File: src/rtl/hscan_pkg.sv
package hscan_pkg;

  localparam int MAX_STEPS = 140;
  localparam int STEP_W    = $clog2(MAX_STEPS + 1);

  typedef enum logic [1:0] {
    PH_IDLE = 2'd0,
    PH_LEAD = 2'd1,
    PH_RUN  = 2'd2
  } line_phase_e;

  // steps per line for each mode code; unused codes fall back to the narrowest
  function automatic logic [STEP_W-1:0] steps_for_mode(input logic [2:0] code);
    case (code)
      3'd0:    return STEP_W'(140);
      3'd1:    return STEP_W'(134);
      3'd2:    return STEP_W'(128);
      default: return STEP_W'(108);
    endcase
  endfunction

endpackage

File: src/rtl/hscan_step_timer.sv
module hscan_step_timer
  import hscan_pkg::*;
#(
  parameter int HALF_DIV = 4,
  localparam int TICK_W  = (HALF_DIV > 2) ? $clog2(HALF_DIV) : 1
) (
  input  logic              clk,
  input  logic              rst_n,
  input  logic              line_sync,
  input  logic [2:0]        mode_sel,
  input  logic              scan_fwd,
  output line_phase_e       phase_q,
  output logic [TICK_W-1:0] tick_q,
  output logic [STEP_W-1:0] step_q,
  output logic              dir_q
);

  localparam logic [TICK_W-1:0] TICK_LAST = TICK_W'(HALF_DIV - 1);

  logic [STEP_W-1:0] n_steps_q;

  // named internal events
  logic step_end;
  logic last_step;
  logic line_done;

  assign step_end  = (tick_q == TICK_LAST);
  assign last_step = (step_q == n_steps_q - STEP_W'(1));
  assign line_done = (phase_q == PH_RUN) && step_end && last_step;

  always_ff @(posedge clk or negedge rst_n) begin
    if (!rst_n) begin
      phase_q   <= PH_IDLE;
      tick_q    <= '0;
      step_q    <= '0;
      n_steps_q <= STEP_W'(MAX_STEPS);
      dir_q     <= 1'b1;
    end else if (line_sync) begin
      phase_q   <= PH_LEAD;
      tick_q    <= '0;
      step_q    <= '0;
      n_steps_q <= steps_for_mode(mode_sel);
      dir_q     <= scan_fwd;
    end else begin
      case (phase_q)
        PH_LEAD: begin
          if (step_end) begin
            phase_q <= PH_RUN;
            tick_q  <= '0;
          end else begin
            tick_q <= tick_q + TICK_W'(1);
          end
        end
        PH_RUN: begin
          if (step_end) begin
            tick_q <= '0;
            if (last_step) begin
              phase_q <= PH_IDLE;
              step_q  <= '0;
            end else begin
              step_q <= step_q + STEP_W'(1);
            end
          end else begin
            tick_q <= tick_q + TICK_W'(1);
          end
        end
        default: begin
          tick_q <= '0;
          step_q <= '0;
        end
      endcase
    end
  end

  AST_STEP_BOUND: assert property (@(posedge clk) disable iff (!rst_n)
    (phase_q == PH_RUN) |-> (step_q < n_steps_q));

  AST_SYNC_RESTART: assert property (@(posedge clk) disable iff (!rst_n)
    line_sync |=> (phase_q == PH_LEAD && tick_q == '0 && step_q == '0));

  AST_LATCH_STABLE: assert property (@(posedge clk) disable iff (!rst_n)
    !line_sync |=> ($stable(n_steps_q) && $stable(dir_q)));

  AST_DONE_TO_IDLE: assert property (@(posedge clk) disable iff (!rst_n)
    (line_done && !line_sync) |=> (phase_q == PH_IDLE));

endmodule

File: src/rtl/hscan_phase_decode.sv
module hscan_phase_decode
  import hscan_pkg::*;
#(
  parameter int TICK_W   = 2,
  parameter int HST_HOLD = 1
) (
  input  logic              clk,
  input  logic              rst_n,
  input  line_phase_e       phase_q,
  input  logic [TICK_W-1:0] tick_q,
  input  logic [STEP_W-1:0] step_q,
  input  logic              dir_q,
  output logic              hst,
  output logic              hck1,
  output logic              hck2,
  output logic              line_act
);

  localparam logic [TICK_W-1:0] HOLD_T = TICK_W'(HST_HOLD);

  logic in_run;
  logic in_lead;
  logic on_step0;
  logic on_step1;
  logic in_hold;
  logic hst_fwd;
  logic hst_rev;

  assign in_run   = (phase_q == PH_RUN);
  assign in_lead  = (phase_q == PH_LEAD);
  assign on_step0 = in_run && (step_q == '0);
  assign on_step1 = in_run && (step_q == STEP_W'(1));
  assign in_hold  = (tick_q < HOLD_T);

  // normal: captured by first rising hck1; reverse: captured at the hck1 fall
  assign hst_fwd = in_lead || (on_step0 && in_hold);
  assign hst_rev = on_step0 || (on_step1 && in_hold);

  always_comb begin
    line_act = in_run;
    hck1     = in_run && !step_q[0];
    hck2     = in_run &&  step_q[0];
    hst      = dir_q ? hst_fwd : hst_rev;
  end

  AST_PHASE_EXCLUSIVE: assert property (@(posedge clk) disable iff (!rst_n)
    !(hck1 && hck2));

  AST_LEAD_QUIET: assert property (@(posedge clk) disable iff (!rst_n)
    (phase_q == PH_LEAD) |-> (!hck1 && !hck2 && !line_act));

  AST_HST_WINDOW: assert property (@(posedge clk) disable iff (!rst_n)
    hst |-> (phase_q != PH_IDLE && step_q <= STEP_W'(1)));

endmodule

File: src/rtl/hscan_clkgen.sv
module hscan_clkgen
  import hscan_pkg::*;
#(
  parameter int HALF_DIV = 4,
  parameter int HST_HOLD = 1
) (
  input  logic       clk,
  input  logic       rst_n,
  input  logic       line_sync,
  input  logic [2:0] mode_sel,
  input  logic       scan_fwd,
  output logic       hst,
  output logic       hck1,
  output logic       hck2,
  output logic       line_act
);

  localparam int TICK_W = (HALF_DIV > 2) ? $clog2(HALF_DIV) : 1;

  line_phase_e       phase_q;
  logic [TICK_W-1:0] tick_q;
  logic [STEP_W-1:0] step_q;
  logic              dir_q;

  hscan_step_timer #(
    .HALF_DIV (HALF_DIV)
  ) u_timer (
    .clk       (clk),
    .rst_n     (rst_n),
    .line_sync (line_sync),
    .mode_sel  (mode_sel),
    .scan_fwd  (scan_fwd),
    .phase_q   (phase_q),
    .tick_q    (tick_q),
    .step_q    (step_q),
    .dir_q     (dir_q)
  );

  hscan_phase_decode #(
    .TICK_W   (TICK_W),
    .HST_HOLD (HST_HOLD)
  ) u_decode (
    .clk      (clk),
    .rst_n    (rst_n),
    .phase_q  (phase_q),
    .tick_q   (tick_q),
    .step_q   (step_q),
    .dir_q    (dir_q),
    .hst      (hst),
    .hck1     (hck1),
    .hck2     (hck2),
    .line_act (line_act)
  );

  AST_IDLE_CLOCKS_LOW: assert property (@(posedge clk) disable iff (!rst_n)
    !line_act |-> (!hck1 && !hck2));

  AST_HANDOVER: assert property (@(posedge clk) disable iff (!rst_n)
    (line_act && $past(line_act) && $rose(hck2)) |-> $fell(hck1));

  AST_ACT_HAS_CLOCK: assert property (@(posedge clk) disable iff (!rst_n)
    line_act |-> $countones({hck1, hck2}) == 1);

endmodule

File: config.mk
export PLATFORM = sky130hd
export DESIGN_NAME = hscan_clkgen
export DESIGN_NICKNAME = d
export VERILOG_FILES = /design/src/rtl/hscan_pkg.sv /design/src/rtl/hscan_step_timer.sv /design/src/rtl/hscan_phase_decode.sv /design/src/rtl/hscan_clkgen.sv
export SDC_FILE = /design/constraint.sdc
export NUM_CORES = 1
export LEC_CHECK = 0
export BUFFER_PORTS_ARGS = -buffer_cell sky130_fd_sc_hd__clkbuf_2
export CORE_MARGIN = 3
export CORE_UTILIZATION = 52
export CTS_CLUSTER_DIAMETER = 50
export DETAILED_ROUTE_END_ITERATION = 8
export GPL_ROUTABILITY_DRIVEN = 0
export PLACE_DENSITY = 0.74
export SLEW_MARGIN = 20
export SYNTH_ARGS = -nofsm -noshare
export SYNTH_HDL_FRONTEND = slang
export SYNTH_SLANG_ARGS = --single-unit
File: constraint.sdc
create_clock -name clk -period 2.2 [get_ports clk]
set_input_delay 0.44 -clock clk [delete_from_list [all_inputs] [get_ports clk]]
set_output_delay 0.44 -clock clk [all_outputs]
set_load 0.02 [all_outputs]
==> reports/metrics.csv <==
stage,metric,value,unit
outcome,status,"finished, violations left",
outcome,violations in the final reports,negative setup slack,
placed_design,pre-CTS WS,-0.136,ns
cells_and_area,Area Growth Syn to Fin,16.5,%
logic_synthesis,"area fraction in and, or, nand and nor cells after synthesis",0.229,
logic_synthesis,multiplexer area fraction after synthesis,0.00896,
cells_and_area,Post-Layout Cell Count,180,
logic_synthesis,Mapped Area,1260,um^2
worst_setup_path,Max stage delay on crit path,0.61,ns
floorplanning,I/O pin cnt,11,
clock_network,CTS tree,built,
global_route,GR Overflow Total,0,
power,VDD IR-drop max,0.528,mV
logic_synthesis,Syn. warnings,0,
logic_synthesis,Gate Count Post-Synth,136,
floorplanning,row cnt,17,
logic_synthesis,Area contributors post-synth,"dfrtp_1 28%, ha_1 9.0%, dfstp_2 8.4%",
worst_setup_path,R2R Setup Slk,-0.10,ns
timing,Clock Skews,0.0133,ns
global_route,number of global-route vias before repair,1050,
floorplanning,area of the die,3040,um^2
clock_network,later-pin clock latency in the skew report,0.30,ns
logic_synthesis,share of the yosys chip area belonging to registers,0.362,
logic_synthesis,fraction of the mapped netlist area in adder cells,0.0896,
logic_synthesis,largest family of logic cells by synthesized area,simple AND/OR/NAND/NOR gates,
logic_synthesis,post-synthesis xor/xnor area fraction,0.0846,
cells_and_area,number of fill cells in the layout,200,
power,Pwr Density,546,nW/um^2
floorplanning,chip height,55.2,um
timing,fin crit period,2.30,ns
cells_and_area,n_diodes,0,
route,vias per std cell,5.93,
clock_network,clock sinks,18,
timing,setup TNS,-0.321,ns
logic_synthesis,Most used DFF post-synth,dfrtp_1,
clock_network,total CTS buffers,3,
route,WL/cell,15.9,um
logic_synthesis,Commonest cells post-synth,"14 x dfrtp_1, 14 x inv_1, 14 x nand2_1",
route,total routed wirelength,2860,um
worst_setup_path,"delay-heaviest family, CP",simple AND/OR/NAND/NOR gates,
placed_design,Final HPWL DP,1920,um
timing,Fin. Hold Viols,0,
global_route,initial antenna violation count,0,
logic_synthesis,post-synth top area share,0.279,
power,Lkg Pwr,0.660,nW
logic_synthesis,Post-synth EDFFs,0,
job,max-cap viol count,0,
worst_setup_path,Crit-path slowest cell,or4_4,
logic_synthesis,synthesized area per cell,9.25,um^2
route,Final ANT Viol Nets,0,
placed_design,Port Buf Inserts,10,
global_route,first-pass GRT wire length,4540,um
logic_synthesis,async set-reset flop share out of synthesis,1.00,
worst_setup_path,r2r endpoint,u_timer.step_q[2],
floorplanning,Core Region,2250,um^2
floorplanning,die width,55.2,um
clock_network,H-tree Lvls,1,
logic_synthesis,Post-Syn Nets,152,
timing,Worst Hold Slack,0.0644,ns
placed_design,Inst Count DP,172,
worst_setup_path,"critical path fanouts, max",5,
clock_network,Clock Pin Slew Worst Setup and Hold Paths,0.11,ns
floorplanning,Initial Utilization,0.558,
worst_setup_path,"Arr. time, crit path",2.48,ns
timing,RSZ-0062 raised after global routing,true,
timing,fin crit share,1.05,
timing,f_max,435,MHz
timing,Slew headroom,0.685,
timing,max-slew violation count,0,
logic_synthesis,register bit count reported by yosys,18,
route,Vias,1068,
clock_network,maximum clock insertion buffer count,2,
worst_setup_path,Critical R2R Launch,u_timer.n_steps_q[2],
timing,final setup violation count,6,
hold_path,Min-Delay Path Class,input port to asynchronous set/reset pin,
global_route,global-route usage over all layers,0.208,
route,DRC viols,0,
power,power consumption,0.000800,W
worst_setup_path,Buf/Inv on CP,1,
route,drt pass-1 iters,4,
cells_and_area,fin nets,169,
worst_setup_path,crit start category,flip-flop,
route,DRT iter0 DRCs,33,
worst_setup_path,kind of critical path,flip-flop to flip-flop,
worst_setup_path,Worst Setup End Kind,flip-flop,
logic_synthesis,dominant cell type by area after synthesis,dfrtp_1,
global_route,pin count of the biggest net entering global routing,19,
worst_setup_path,most frequent CP cell,ha_4,
clock_network,clock root buffer,clkbuf_4,
cells_and_area,share of cells above drive strength 1,0.289,
worst_setup_path,R2R depth,8,
worst_setup_path,worst path cell trace,inv_2 -> ha_4 -> ha_4 -> xnor2_4 -> xnor2_2 -> or4_4 -> o21ai_1 -> o311ai_1,
timing,fin worst setup slack,-0.100,ns
logic_synthesis,Synth Area in Compound Gates,0.140,
worst_setup_path,CP Data Required Time,2.38,ns
timing,Slew @ Worst Pin,0.473,ns
logic_synthesis,Yosys cell types,42,
-- per-layer routing --
| metal | up-vias | share of wire | global-route usage |
|---|---|---|---|
| li1 | 509 | - | - |
| met1 | 509 | 0.44 | 0.259 |
| met2 | 37 | 0.50 | 0.354 |
| met3 | 13 | 0.040 | 0.0268 |
| met4 | 0 | 0.028 | 0.0972 |
| met5 | - | 0 | 0 |
-- layout make-up --
cell class                      instances  area, um^2  share of cell area
Inverter                               14        52.6              0.0359
Tap cell                               28        35.0              0.0239
Multi-Input combinational cell         99         792               0.541
Sequential cell                        18         457               0.312
Clock buffer                            4        26.3              0.0179
Timing Repair Buffer                   17         103              0.0700
-- placed cells by master, fill, tap and decap left out, types with 6 or more instances in the layout --
master	netlist	final
ha_1	9	6
nand2_1	14	14
clkbuf_2	0	10
buf_4	1	7
nand3_1	6	6
dfrtp_1	14	13
o21ai_0	7	6
inv_1	14	13
nor3_1	6	6
nor2_1	7	7
-- flip-flops by register name, indices dropped and copies added (netlist names) --
signal and flops:
u_timer.phase_q 2, u_timer.tick_q 2, u_timer.dir_q 1, u_timer.n_steps_q 5
u_timer.step_q 8
-- through the flow --
stage                      util  cell area [um^2]
after floorplan               -              1280
after global placement    0.597              1350
after detailed placement  0.597              1350
after CTS                 0.631              1420
after global routing      0.650              1470
final                     0.650              1470
-- report_power, final --
| group | internal [W] | leakage (nW) | switching, W |
|---|---|---|---|
| clock network | 0.0000706 | 0.0150 | 0.000108 |
| registers | 0.000368 | 0.225 | 0.0000266 |
| logic | 0.0000973 | 0.420 | 0.000129 |
-- logic make-up (layout without fill, tap and decap cells) --
family,Yosys count,in the layout
adders and majority gates,9,9
xor gates and xnor gates,10,10
AOI/OAI and AO/OA,25,25
and+or+nand+nor,53,54
muxes,1,1
buffers and inverters,20,35
DFF,18,18
-- what timing repair did --
item / in CTS / in global routing
resized for setup: 7 / 5
endpoints found under the setup margin: 10 / 10
hold buffers: 0 / 0
setup buffers: 2 / 1
cloned: 1 / 0
pin swaps: 2 / 2
-- worst max-delay path by stage --
| stage | from | to | cells past startpoint |
|---|---|---|---|
| 4_1_cts | u_timer.n_steps_q[2] | u_timer.phase_q[0] | 8 |
| 3_5_place_dp | u_timer.n_steps_q[2] | u_timer.step_q[2] | 8 |
| 2_1_floorplan | u_timer.n_steps_q[2] | u_timer.step_q[7] | 9 |
| 5_1_grt | u_timer.n_steps_q[2] | u_timer.step_q[2] | 8 |
| 3_3_place_gp | u_timer.n_steps_q[2] | u_timer.step_q[7] | 8 |
| 6_report | u_timer.n_steps_q[2] | u_timer.step_q[2] | 8 |
Power figures use the tool's default switching activity.
